===== src/rtl/codec_clkgen_pkg.sv =====
// Shared types and helpers for the codec clock generator.
// Assumes: ratio selection is formed as {usb_mode, rate_alt}.
package codec_clkgen_pkg;

    // Ratio selection, indexed by {family, base-rate}
    typedef enum logic [1:0] {
        RATE_NORM_LO = 2'b00,
        RATE_NORM_HI = 2'b01,
        RATE_USB_LO  = 2'b10,
        RATE_USB_HI  = 2'b11
    } rate_e;

    // Largest of four elaboration-time values
    function automatic int max4(input int a, input int b, input int c, input int d);
        int m;
        m = a;
        if (b > m) m = b;
        if (c > m) m = c;
        if (d > m) m = d;
        return m;
    endfunction

endpackage


===== src/rtl/codec_clkgen_core.sv =====
// Core clock enable and clock-output tick generation.
// Produces a strobe for each core clock tick (master or master/2) and a
// strobe for each rising edge of the clock output (core or core/2).
// Assumes: all outputs are used as enables in the master clock domain.
module codec_clkgen_core (
    input  logic clk,
    input  logic rst_n,
    input  logic core_half,
    input  logic cko_half,
    input  logic cko_off,
    output logic core_en,
    output logic cko_tick
);

    logic core_tgl_q;
    logic cko_tgl_q;

    // Toggle that halves the master clock when core_half is set
    always_ff @(posedge clk) begin
        if (!rst_n)
            core_tgl_q <= 1'b0;
        else if (core_half)
            core_tgl_q <= ~core_tgl_q;
        else
            core_tgl_q <= 1'b0;
    end

    assign core_en = !core_half || core_tgl_q;

    // Toggle that halves the core tick rate for the clock output
    always_ff @(posedge clk) begin
        if (!rst_n)
            cko_tgl_q <= 1'b0;
        else if (!cko_half)
            cko_tgl_q <= 1'b0;
        else if (core_en)
            cko_tgl_q <= ~cko_tgl_q;
    end

    assign cko_tick = !cko_off && core_en && (!cko_half || cko_tgl_q);


    core_alt_chk: assert property (@(posedge clk) disable iff (!rst_n)
        $past(rst_n) && core_half && $past(core_half) |-> core_en != $past(core_en));


    cko_alt_chk: assert property (@(posedge clk) disable iff (!rst_n)
        cko_half && cko_tick |=> !cko_tick || !cko_half);


    cko_quiet_chk: assert property (@(posedge clk) disable iff (!rst_n)
        cko_off && $past(cko_off) && $past(rst_n) |-> !cko_tick && !$past(cko_tick));

endmodule


===== src/rtl/codec_clkgen_frame.sv =====
// Master-mode bit and frame clock generator.
// Counts core ticks within each frame half, toggles the frame clock at the
// end of each half, and splits each half into bit periods. A leftover tick
// in an odd-length half extends the last bit clock low phase.
// Assumes: each audio-family half divides evenly into NORM_BITS_HALF
// periods of even length, and USB_BIT_DIV is even.
module codec_clkgen_frame
    import codec_clkgen_pkg::*;
#(
    parameter int NORM_LO        = 256,
    parameter int NORM_HI        = 384,
    parameter int USB_LO         = 250,
    parameter int USB_HI         = 272,
    parameter int NORM_BITS_HALF = 32,
    parameter int USB_BIT_DIV    = 2
) (
    input  logic clk,
    input  logic rst_n,
    input  logic core_en,
    input  logic master_en,
    input  logic usb_mode,
    input  logic rate_alt,
    output logic bclk,
    output logic fclk
);

    localparam int HALF_NL  = NORM_LO / 2;
    localparam int HALF_NH  = NORM_HI / 2;
    localparam int HALF_UL  = USB_LO / 2 + USB_LO % 2;
    localparam int HALF_UH  = USB_HI / 2 + USB_HI % 2;
    localparam int BDIV_NL  = HALF_NL / NORM_BITS_HALF;
    localparam int BDIV_NH  = HALF_NH / NORM_BITS_HALF;
    localparam int MAX_HALF = max4(HALF_NL, HALF_NH, HALF_UL, HALF_UH);
    localparam int MAX_BDIV = max4(BDIV_NL, BDIV_NH, USB_BIT_DIV, USB_BIT_DIV);
    localparam int CNT_W    = $clog2(MAX_HALF + 1);
    localparam int PH_W     = $clog2(MAX_BDIV + 1);

    rate_e            cfg_q;
    logic             run_q;
    logic             side_q;
    logic [CNT_W-1:0] pos_q;
    logic [PH_W-1:0]  ph_q;
    logic [CNT_W-1:0] half_len;
    logic [PH_W-1:0]  bdiv;
    logic             half_end;
    logic             frame_end;

    // Half length and bit period for the ratio latched for this frame
    always_comb begin
        case (cfg_q)
            RATE_NORM_LO: begin half_len = CNT_W'(HALF_NL); bdiv = PH_W'(BDIV_NL);     end
            RATE_NORM_HI: begin half_len = CNT_W'(HALF_NH); bdiv = PH_W'(BDIV_NH);     end
            RATE_USB_LO:  begin half_len = CNT_W'(HALF_UL); bdiv = PH_W'(USB_BIT_DIV); end
            default:      begin half_len = CNT_W'(HALF_UH); bdiv = PH_W'(USB_BIT_DIV); end
        endcase
    end

    assign half_end  = (pos_q == half_len - CNT_W'(1));
    assign frame_end = run_q && core_en && side_q && half_end;

    // Run flag: registered master enable, restarts the frame on rise
    always_ff @(posedge clk) begin
        if (!rst_n)
            run_q <= 1'b0;
        else
            run_q <= master_en;
    end

    // Ratio latch: follows the inputs while idle, else reloads at frame end
    always_ff @(posedge clk) begin
        if (!rst_n)
            cfg_q <= RATE_NORM_LO;
        else if (!run_q || frame_end)
            cfg_q <= rate_e'({usb_mode, rate_alt});
    end

    // Half-position counter and frame side
    always_ff @(posedge clk) begin
        if (!rst_n || !run_q) begin
            pos_q  <= '0;
            side_q <= 1'b0;
        end else if (core_en) begin
            if (half_end) begin
                pos_q  <= '0;
                side_q <= ~side_q;
            end else begin
                pos_q  <= pos_q + CNT_W'(1);
            end
        end
    end

    // Bit-period phase counter, restarted at every half
    always_ff @(posedge clk) begin
        if (!rst_n || !run_q)
            ph_q <= '0;
        else if (core_en) begin
            if (half_end || ph_q == bdiv - PH_W'(1))
                ph_q <= '0;
            else
                ph_q <= ph_q + PH_W'(1);
        end
    end

    assign bclk = run_q && (ph_q < (bdiv >> 1)) && !(half_len[0] && half_end);
    assign fclk = run_q && side_q;


    pos_bound_chk: assert property (@(posedge clk) disable iff (!rst_n)
        pos_q < half_len);


    fclk_tick_chk: assert property (@(posedge clk) disable iff (!rst_n)
        $past(rst_n) && $past(run_q) && !$past(core_en) |-> side_q == $past(side_q));


    half_start_chk: assert property (@(posedge clk) disable iff (!rst_n)
        $past(rst_n) && run_q && $past(run_q) && side_q != $past(side_q) |-> bclk);


    cfg_hold_chk: assert property (@(posedge clk) disable iff (!rst_n)
        $past(rst_n) && run_q && $past(run_q) && !$past(frame_end) |-> cfg_q == $past(cfg_q));

endmodule


===== src/rtl/codec_clkgen.sv =====
// Top of the codec clock generator: core/clock-output dividers plus the
// master-mode bit and frame clock generator.
// Assumes: a single master clock domain; outputs are strobes and levels.
module codec_clkgen #(
    parameter int NORM_LO        = 256,
    parameter int NORM_HI        = 384,
    parameter int USB_LO         = 250,
    parameter int USB_HI         = 272,
    parameter int NORM_BITS_HALF = 32,
    parameter int USB_BIT_DIV    = 2
) (
    input  logic clk,
    input  logic rst_n,
    input  logic core_half,
    input  logic cko_half,
    input  logic cko_off,
    input  logic master_en,
    input  logic usb_mode,
    input  logic rate_alt,
    output logic core_en,
    output logic cko_tick,
    output logic bclk,
    output logic fclk
);

    logic core_tick;

    codec_clkgen_core u_core (
        .clk       (clk),
        .rst_n     (rst_n),
        .core_half (core_half),
        .cko_half  (cko_half),
        .cko_off   (cko_off),
        .core_en   (core_tick),
        .cko_tick  (cko_tick)
    );

    codec_clkgen_frame #(
        .NORM_LO        (NORM_LO),
        .NORM_HI        (NORM_HI),
        .USB_LO         (USB_LO),
        .USB_HI         (USB_HI),
        .NORM_BITS_HALF (NORM_BITS_HALF),
        .USB_BIT_DIV    (USB_BIT_DIV)
    ) u_frame (
        .clk       (clk),
        .rst_n     (rst_n),
        .core_en   (core_tick),
        .master_en (master_en),
        .usb_mode  (usb_mode),
        .rate_alt  (rate_alt),
        .bclk      (bclk),
        .fclk      (fclk)
    );

    assign core_en = core_tick;


    idle_low_chk: assert property (@(posedge clk) disable iff (!rst_n)
        $past(rst_n) && !$past(master_en) |-> !bclk && !fclk);

endmodule


===== config.mk =====
export PLATFORM = sky130hd
export DESIGN_NAME = codec_clkgen
export DESIGN_NICKNAME = d
export VERILOG_FILES = /design/src/rtl/codec_clkgen_pkg.sv /design/src/rtl/codec_clkgen_core.sv /design/src/rtl/codec_clkgen_frame.sv /design/src/rtl/codec_clkgen.sv
export SDC_FILE = /design/constraint.sdc
export NUM_CORES = 1
export LEC_CHECK = 0
export ABC_CLOCK_PERIOD_IN_PS = 1650
export BUFFER_PORTS_ARGS = -buffer_cell sky130_fd_sc_hd__buf_4
export CELL_PAD_IN_SITES_DETAIL_PLACEMENT = 1
export CELL_PAD_IN_SITES_GLOBAL_PLACEMENT = 1
export CORE_MARGIN = 5
export CORE_UTILIZATION = 38
export DETAILED_ROUTE_END_ITERATION = 7
export PLACE_DENSITY = 0.81
export SLEW_MARGIN = 5
export SYNTH_ARGS = -nofsm -noshare
export SYNTH_HDL_FRONTEND = slang
export SYNTH_SLANG_ARGS = --single-unit

===== constraint.sdc =====
create_clock -name clk -period 1.65 [get_ports clk]
set_input_delay 0.495 -clock clk [delete_from_list [all_inputs] [get_ports clk]]
set_output_delay 0.495 -clock clk [all_outputs]
set_load 0.05 [all_outputs]

==> summary.md, run 1 <==
| Metric | Value |
|---|---|
| Inserted Diodes | 0 |
| Worst Skew | about 0.014 ns |
| Top cell type by total area after synthesis | dfxtp_1 |
| Total GRT Usage | between 10% and 20% |
| Switch Pwr | ~0.00022 W |
| Status | finished, violations left |
| Multi-input gate area | around 600 um^2 |
| Share of cells above drive strength 1 | a little over two fifths |
| Antenna violations before repair | 0 |
| Crit path kind | reg2out |
| Initial core utilization | 38.9% |
| Worst min path class | in2reg |
| Clock power share | between 20 and 30% |
| Routed Antenna Nets | 0 |
| Cell variety after synth | 36 |
| Worst hold start | master_en |
| Register area | roughly 350 um^2 |
| Detailed Routing Iterations Pass 1 | 4 |
| RSZ-0062 raised after global routing | true |
| EDFF count, synth | 0 |
| LEAKAGE | approximately 0.55 nW |
| Maxcap violations | 0 |
| Async set-reset flop share out of synthesis | 0% |
| CTS Buf Count | 3 |
| Internal power | between 0.0005 and 0.0006 W |
| Req. time, crit path | 1.15 ns |
| Fin. max-slew vios | 0 |
| Failing checks | negative setup slack |
| Core Area | about 0.0024 mm^2 |
| Post-DR wirelength/cell | 16.2 um |
| Top cell type's share of synthesized area | ~36% |
| Comb pwr share | approximately 18% |
| Commonest cells post-synth | dfxtp_1, nor2_1, nand2_1 |
| # rows | 18 |
| Crit end category | output pin |
| RR Startpoint | u_frame.pos_q[0]$_SDFFE_PP0N_ |
| Sink Count | 17 |
| Largest net degree at the start of global routing | 12 |
| Critical Path AT | about 1.6 ns |
| Via-to-Cell Ratio | between 5 and 6 |
| CTS Hold Buffers Added | 0 |
| Cell with the most instances after synthesis | dfxtp_1 |
| Area Growth Syn to Fin | 34.0% |
| Mapped Cells | roughly 100 |
| Port bufs | 11 |
| DP HPWL | 1.85 mm |
| Post-layout nets | 145 |
| Worst setup startpoint | u_frame.pos_q[1]$_SDFFE_PP0N_ |
| Die footprint | 0.00359 mm^2 |
| Ys Warns | 0 |
| Seq/Total Area, Yosys | 36.0% |
| Grt total ovfl | 0 |
| Synthesized area | 946 um^2 |
| Syn_area_per_cell | between 9 and 10 um^2 |
| Clock latency on the worst-skew pair | approximately 0.3 ns |
| Reg power frac | a little over half |
| Clock transition at path regs | 0.11 ns |
| First-pass GRT wire length | about 4.3 mm |
| Bufs on Longest Clock Path | 2 |
| Final setup margin | -0.451 ns |
| Worst slew pin tran | 0.263 ns |
| Final GP Congestion | approximately 0.8 |
| Vias in the first global route | approximately 890 |
| H-Tree Depth | 1 |
| Fillers | between 200 and 300 |
| Ports | 12 |
| Area contributors post-synth | dfxtp_1, xnor2_1, nor2_1, xor2_1, nand2_1 |
| Setup violators final | 4 |
| Primary FF master, synth | dfxtp_1 |
| Final worst path period need | around 2.1 ns |
| Max Freq | 476 MHz |
| Final Hold Vio Count | 0 |
| CTS tree | done |
| Pre-CTS WS | -0.243 ns |
| Root buffer cell | clkbuf_4 |
| Worst VDD drop | slightly below 0.5 mV |
| Relative slew slack | approximately 82% |
| #FFs+latches synth | 17 |
| Via count | 880 |
| Power Density | around 630 mW/mm^2 |
| Final WL | 2.64 mm |
| Iter 0 DRT Violations | 17 |
| Post-route clock period utilization | 127% |
| Die Y | approximately 60 um |
| Startpoint types | register |
| Die W | around 60 um |
| CP max FO | 5 |
| Util after Layout | between 50% and 60% |
| DR DRC count | 0 |
| Sw frac | around 28% |
| Syn Nets | ~110 |
==> power by group through the flow <==
stage	registers, W	logic, W	clock network [W]
after global placement	0.000440	0.000121	0
final	0.000433	0.000140	0.000231
after global routing	0.000434	0.000152	0.000254
after detailed placement	0.000441	0.000126	0
after CTS	0.000431	0.000135	0.000239
after floorplan	0.000436	0.0000874	0
==> area by class of cell <==
type,count,share of cell area [%]
multi-input cells,80,47.3
well taps,30,2.96
inverters,1,0.494
flip-flops and latches,17,27.6
clock buffers,4,2.07
repair buffers,31,19.5
==> critical path, stage by stage, from the launching register on <==
cell and delay (ns):
dfxtp_4 0.38, and4bb_1 0.20, a211oi_2 0.23, nor2_1 0.07
nand4b_1 0.09, and3_4 0.19, buf_8 0.14
==> registers in the layout (all words and copies together), names as in the netlist <==
name and count:
u_core.cko_tgl_q 1, u_frame.cfg_q 2, u_frame.side_q 1, u_frame.ph_q 3, u_frame.pos_q 8, u_frame.run_q 1, u_core.core_tgl_q 1
==> cells in the final DEF, fill, tap and decap left out, types with 2 or more instances in the layout <==
master	n
a21oi_1	2
a21oi_2	2
and2_1	3
and3_1	2
buf_4	28
buf_6	2
clkbuf_4	3
dfxtp_1	11
dfxtp_2	5
ha_1	3
nand2_1	11
nand3_1	4
nand3b_4	2
nand4_1	3
nor2_1	13
nor3_4	2
o21ai_0	5
xnor2_1	6
xor2_1	5
==> through the flow <==
| stage | area (um^2) | instances | power [W] | TNS (ns) | hold WS, ns |
|---|---|---|---|---|---|
| 6_report | 1270 | 163 | 0.000804 | -0.505 | 0.408 |
| 5_1_grt | 1270 | 163 | 0.000841 | -1.59 | 0.393 |
| 4_1_cts | 1240 | 162 | 0.000805 | -0.539 | 0.400 |
| 3_5_place_dp | 1180 | 157 | 0.000567 | -1.70 | 0.512 |
| 3_3_place_gp | 1180 | 157 | 0.000561 | -0.809 | 0.486 |
| 2_1_floorplan | 971 | 103 | 0.000524 | -0.250 | 0.471 |
==> what timing repair did <==
action / in CTS / in global routing
resized for setup: 7 / 5
buffers inserted: 1 / 0
cloned: 0 / 1
setup endpoints to repair: 3 / 17
pin swaps: 4 / 0
==> cell families after synthesis <==
logic type / synth area share, %
xor gates and xnor gates: 10.2
adders and majority gates: 3.97
buffers and inverters: 5.95
and+or+nand+nor: 35.2
AOI/OAI and AO/OA: 8.73
DFF: 36.0
==> per-layer routing <==
layer	vias up	GRT usage (%)	share of wire, %
li1	424	-	-
met1	425	19.9	43
met2	23	27.8	49
met3	8	1.94	4.6
met4	0	6.65	3.1
met5	-	0	0
==> worst paths after layout <==
| kind | slack (ns) | cells after the start | endpoint |
|---|---|---|---|
| worst max-delay path | -0.45 | 6 | bclk |
| worst max register to register | -0.04 | 8 | u_frame.cfg_q[1]$_SDFFE_PN0P_ |
| worst min register to register | 0.53 | 2 | u_frame.pos_q[1]$_SDFFE_PP0N_ |
| worst min-delay path | 0.41 | 2 | u_frame.run_q$_SDFF_PN0_ |
Power figures use the tool's default switching activity.
==> run 2, diff against run 1 <==
--- a/config.mk
+++ b/config.mk
@@ -12,6 +12,7 @@
 export CORE_MARGIN = 5
 export CORE_UTILIZATION = 38
 export DETAILED_ROUTE_END_ITERATION = 7
+export MAX_ROUTING_LAYER = met4
 export PLACE_DENSITY = 0.81
 export SLEW_MARGIN = 5
 export SYNTH_ARGS = -nofsm -noshare
==> run 2 against run 1 <==
The run still ends with negative setup slack left. First-iteration DRC count unchanged. Design area did not move. Critical path type unchanged. Final cell count stayed put. Largest cell class unchanged. Highest routed layer unchanged.
==> summary.md, run 2 (synthesized netlist as in run 1, its figures left out) <==
| Metric | Value |
|---|---|
| CTS Buf Count | 3 (unchanged) |
| Worst slew pin tran | 0.263 ns (unchanged) |
| Post-route clock period utilization | 127% (about the same) |
| Die W | 59.9 um (unchanged) |
| Die Y | 59.9 um (unchanged) |
| DP HPWL | 1.85 mm (unchanged) |
| Failing checks | negative setup slack |
| Reg with most FFs | u_frame.pos_q |
| H-Tree Depth | 1 (unchanged) |
| Area Growth Syn to Fin | 34.0% (unchanged) |
| Hold Path Cell Cnt | 2 (unchanged) |
| Post-DR wirelength/cell | 16.1 um (-0.19%) |
| Req. time, crit path | 1.15 ns (about the same) |
| Status | finished, violations left |
| Final setup margin | -0.452 ns (-0.00149 ns) |
| Startpoint types | register |
| Worst VDD drop | 0.490 mV (about the same) |
| Vias in the first global route | 897 (+0.34%) |
| Final worst path period need | 2.10 ns (+0.00149 ns) |
| Worst min path class | in2reg |
| DR DRC count | 0 (unchanged) |
| Antenna violations before repair | 0 (unchanged) |
| Worst Skew | 0.0148 ns (+0.000525 ns) |
| Iter 0 DRT Violations | 17 (unchanged) |
| Clock latency on the worst-skew pair | 0.30 ns (about the same) |
| Core Area | 0.00243 mm^2 (unchanged) |
| Reg power frac | 53.7% (about the same) |
| Sink Count | 17 (unchanged) |
| CP max FO | 5 (unchanged) |
| Power Density | 635 mW/mm^2 (about the same) |
| Max reg flops | 8 (unchanged) |
| First-pass GRT wire length | 4.25 mm (-0.16%) |
| Worst hold slack | 0.407 ns (-0.000557 ns) |
| Pre-CTS WS | -0.243 ns (unchanged) |
| Via-to-Cell Ratio | 5.40 (unchanged) |
| Detailed Routing Iterations Pass 1 | 4 (unchanged) |
| Final Hold Vio Count | 0 (unchanged) |
| Post-layout nets | 145 (unchanged) |
| Inserted Diodes | 0 (unchanged) |
| Bufs on Longest Clock Path | 2 (unchanged) |
| Clock transition at path regs | 0.11 ns (about the same) |
| Leading cell types in the layout, fill and taps excluded | buf_4, nor2_1, nand2_1, dfxtp_1, xnor2_1 |
| Commonest non-fill, non-tap cell in the layout | buf_4 |
| Clock power share | 28.8% (about the same) |
| Port bufs | 11 (unchanged) |
| Relative slew slack | 82.3% (unchanged) |
| Share of cells above drive strength 1 | 42.1% (unchanged) |
| Switch Pwr | 0.000223 W (+0.32%) |
| Final GP Congestion | 0.799 (+1.4%) |
| CTS tree | done |
| Largest net degree at the start of global routing | 12 (unchanged) |
| Total GRT Usage | 16.5% (+0.42 points) |
| Ports | 12 (unchanged) |
| Die footprint | 0.00359 mm^2 (unchanged) |
| Comb pwr share | 17.4% (about the same) |
| Setup violators final | 4 (unchanged) |
| Critical Path AT | 1.61 ns (about the same) |
| Maxcap violations | 0 (unchanged) |
| Fin. max-slew vios | 0 (unchanged) |
| Crit path kind | reg2out |
| Routed Antenna Nets | 0 (unchanged) |
| Reg2Reg Depth | 8 (unchanged) |
| RSZ-0062 raised after global routing | true |
| Crit end category | output pin |
| Largest registers | u_frame.pos_q x8, u_frame.ph_q x3, u_frame.cfg_q x2 |
| Final WL | 2.63 mm (-0.19%) |
| Internal power | 0.000582 W (about the same) |
| Grt total ovfl | 0 (unchanged) |
| Total power | 0.000805 W (about the same) |
| Max Freq | 476 MHz (about the same) |
| Sw frac | 27.7% (+0.064 points) |
| LEAKAGE | 0.546 nW (unchanged) |
| Via count | 880 (unchanged) |
| # rows | 18 (unchanged) |
| Root buffer cell | clkbuf_4 |
| Initial core utilization | 38.9% (unchanged) |
-- run 2: cell counts in the layout (fill, tap and decap cells not counted) --
No cell type changed its count.
-- run 2: power by group through the flow --
stage                     clock network [W]  logic (W)  registers (W)
after floorplan                           0  0.0000874       0.000436
after global placement                    0   0.000121       0.000440
after detailed placement                  0   0.000126       0.000441
after CTS                          0.000239   0.000135       0.000431
after global routing               0.000254   0.000152       0.000434
final                              0.000232   0.000140       0.000433
-- run 2: critical path, cell delays in order, from the launching register on --
cell	delay (ns)
dfxtp_4	0.38
and4bb_1	0.20
a211oi_2	0.23
nor2_1	0.07
nand4b_1	0.09
and3_4	0.19
buf_8	0.14
-- run 2: repair_timing --
item / in CTS / in global routing
resized for setup: 7 / 5
setup buffers: 1 / 0
hold buffers: 0 / 0
setup endpoints to repair: 3 / 17
cloned: 0 / 1
pin swaps: 4 / 0
-- run 2: metrics by stage --
step                std cells  utilization [%]  cell area, um^2  setup TNS, ns
floorplan                 103                -              971         -0.250
global placement          157             48.4             1180         -0.809
detailed placement        157             48.4             1180          -1.70
CTS                       162             50.8             1240         -0.539
global route              163             52.1             1270          -1.59
finish                    163             52.1             1270         -0.496
-- run 2: final cells by class --
type                    count  area [um^2]
repair buffers             31          248
well taps                  30         37.5
clock buffers               4         26.3
flip-flops and latches     17          350
multi-input cells          80          599
fillers                   289         1160
inverters                   1         6.26
-- run 2: metal layers --
metal	track usage, %	vias to the layer above	share of wire [%]
met5	-	-	0
met4	6.65	0	3.1
met3	1.94	10	4.8
li1	-	423	-
met2	27.8	21	49
met1	19.8	426	43
-- run 2: worst paths after layout --
path	startpoint	end	slack (ns)
worst min-delay path	master_en	u_frame.run_q$_SDFF_PN0_	0.41
worst max-delay path	u_frame.pos_q[1]$_SDFFE_PP0N_	bclk	-0.45
worst max register to register	u_frame.pos_q[0]$_SDFFE_PP0N_	u_frame.cfg_q[1]$_SDFFE_PN0P_	-0.04
worst min register to register	u_frame.pos_q[1]$_SDFFE_PP0N_	u_frame.pos_q[1]$_SDFFE_PP0N_	0.53
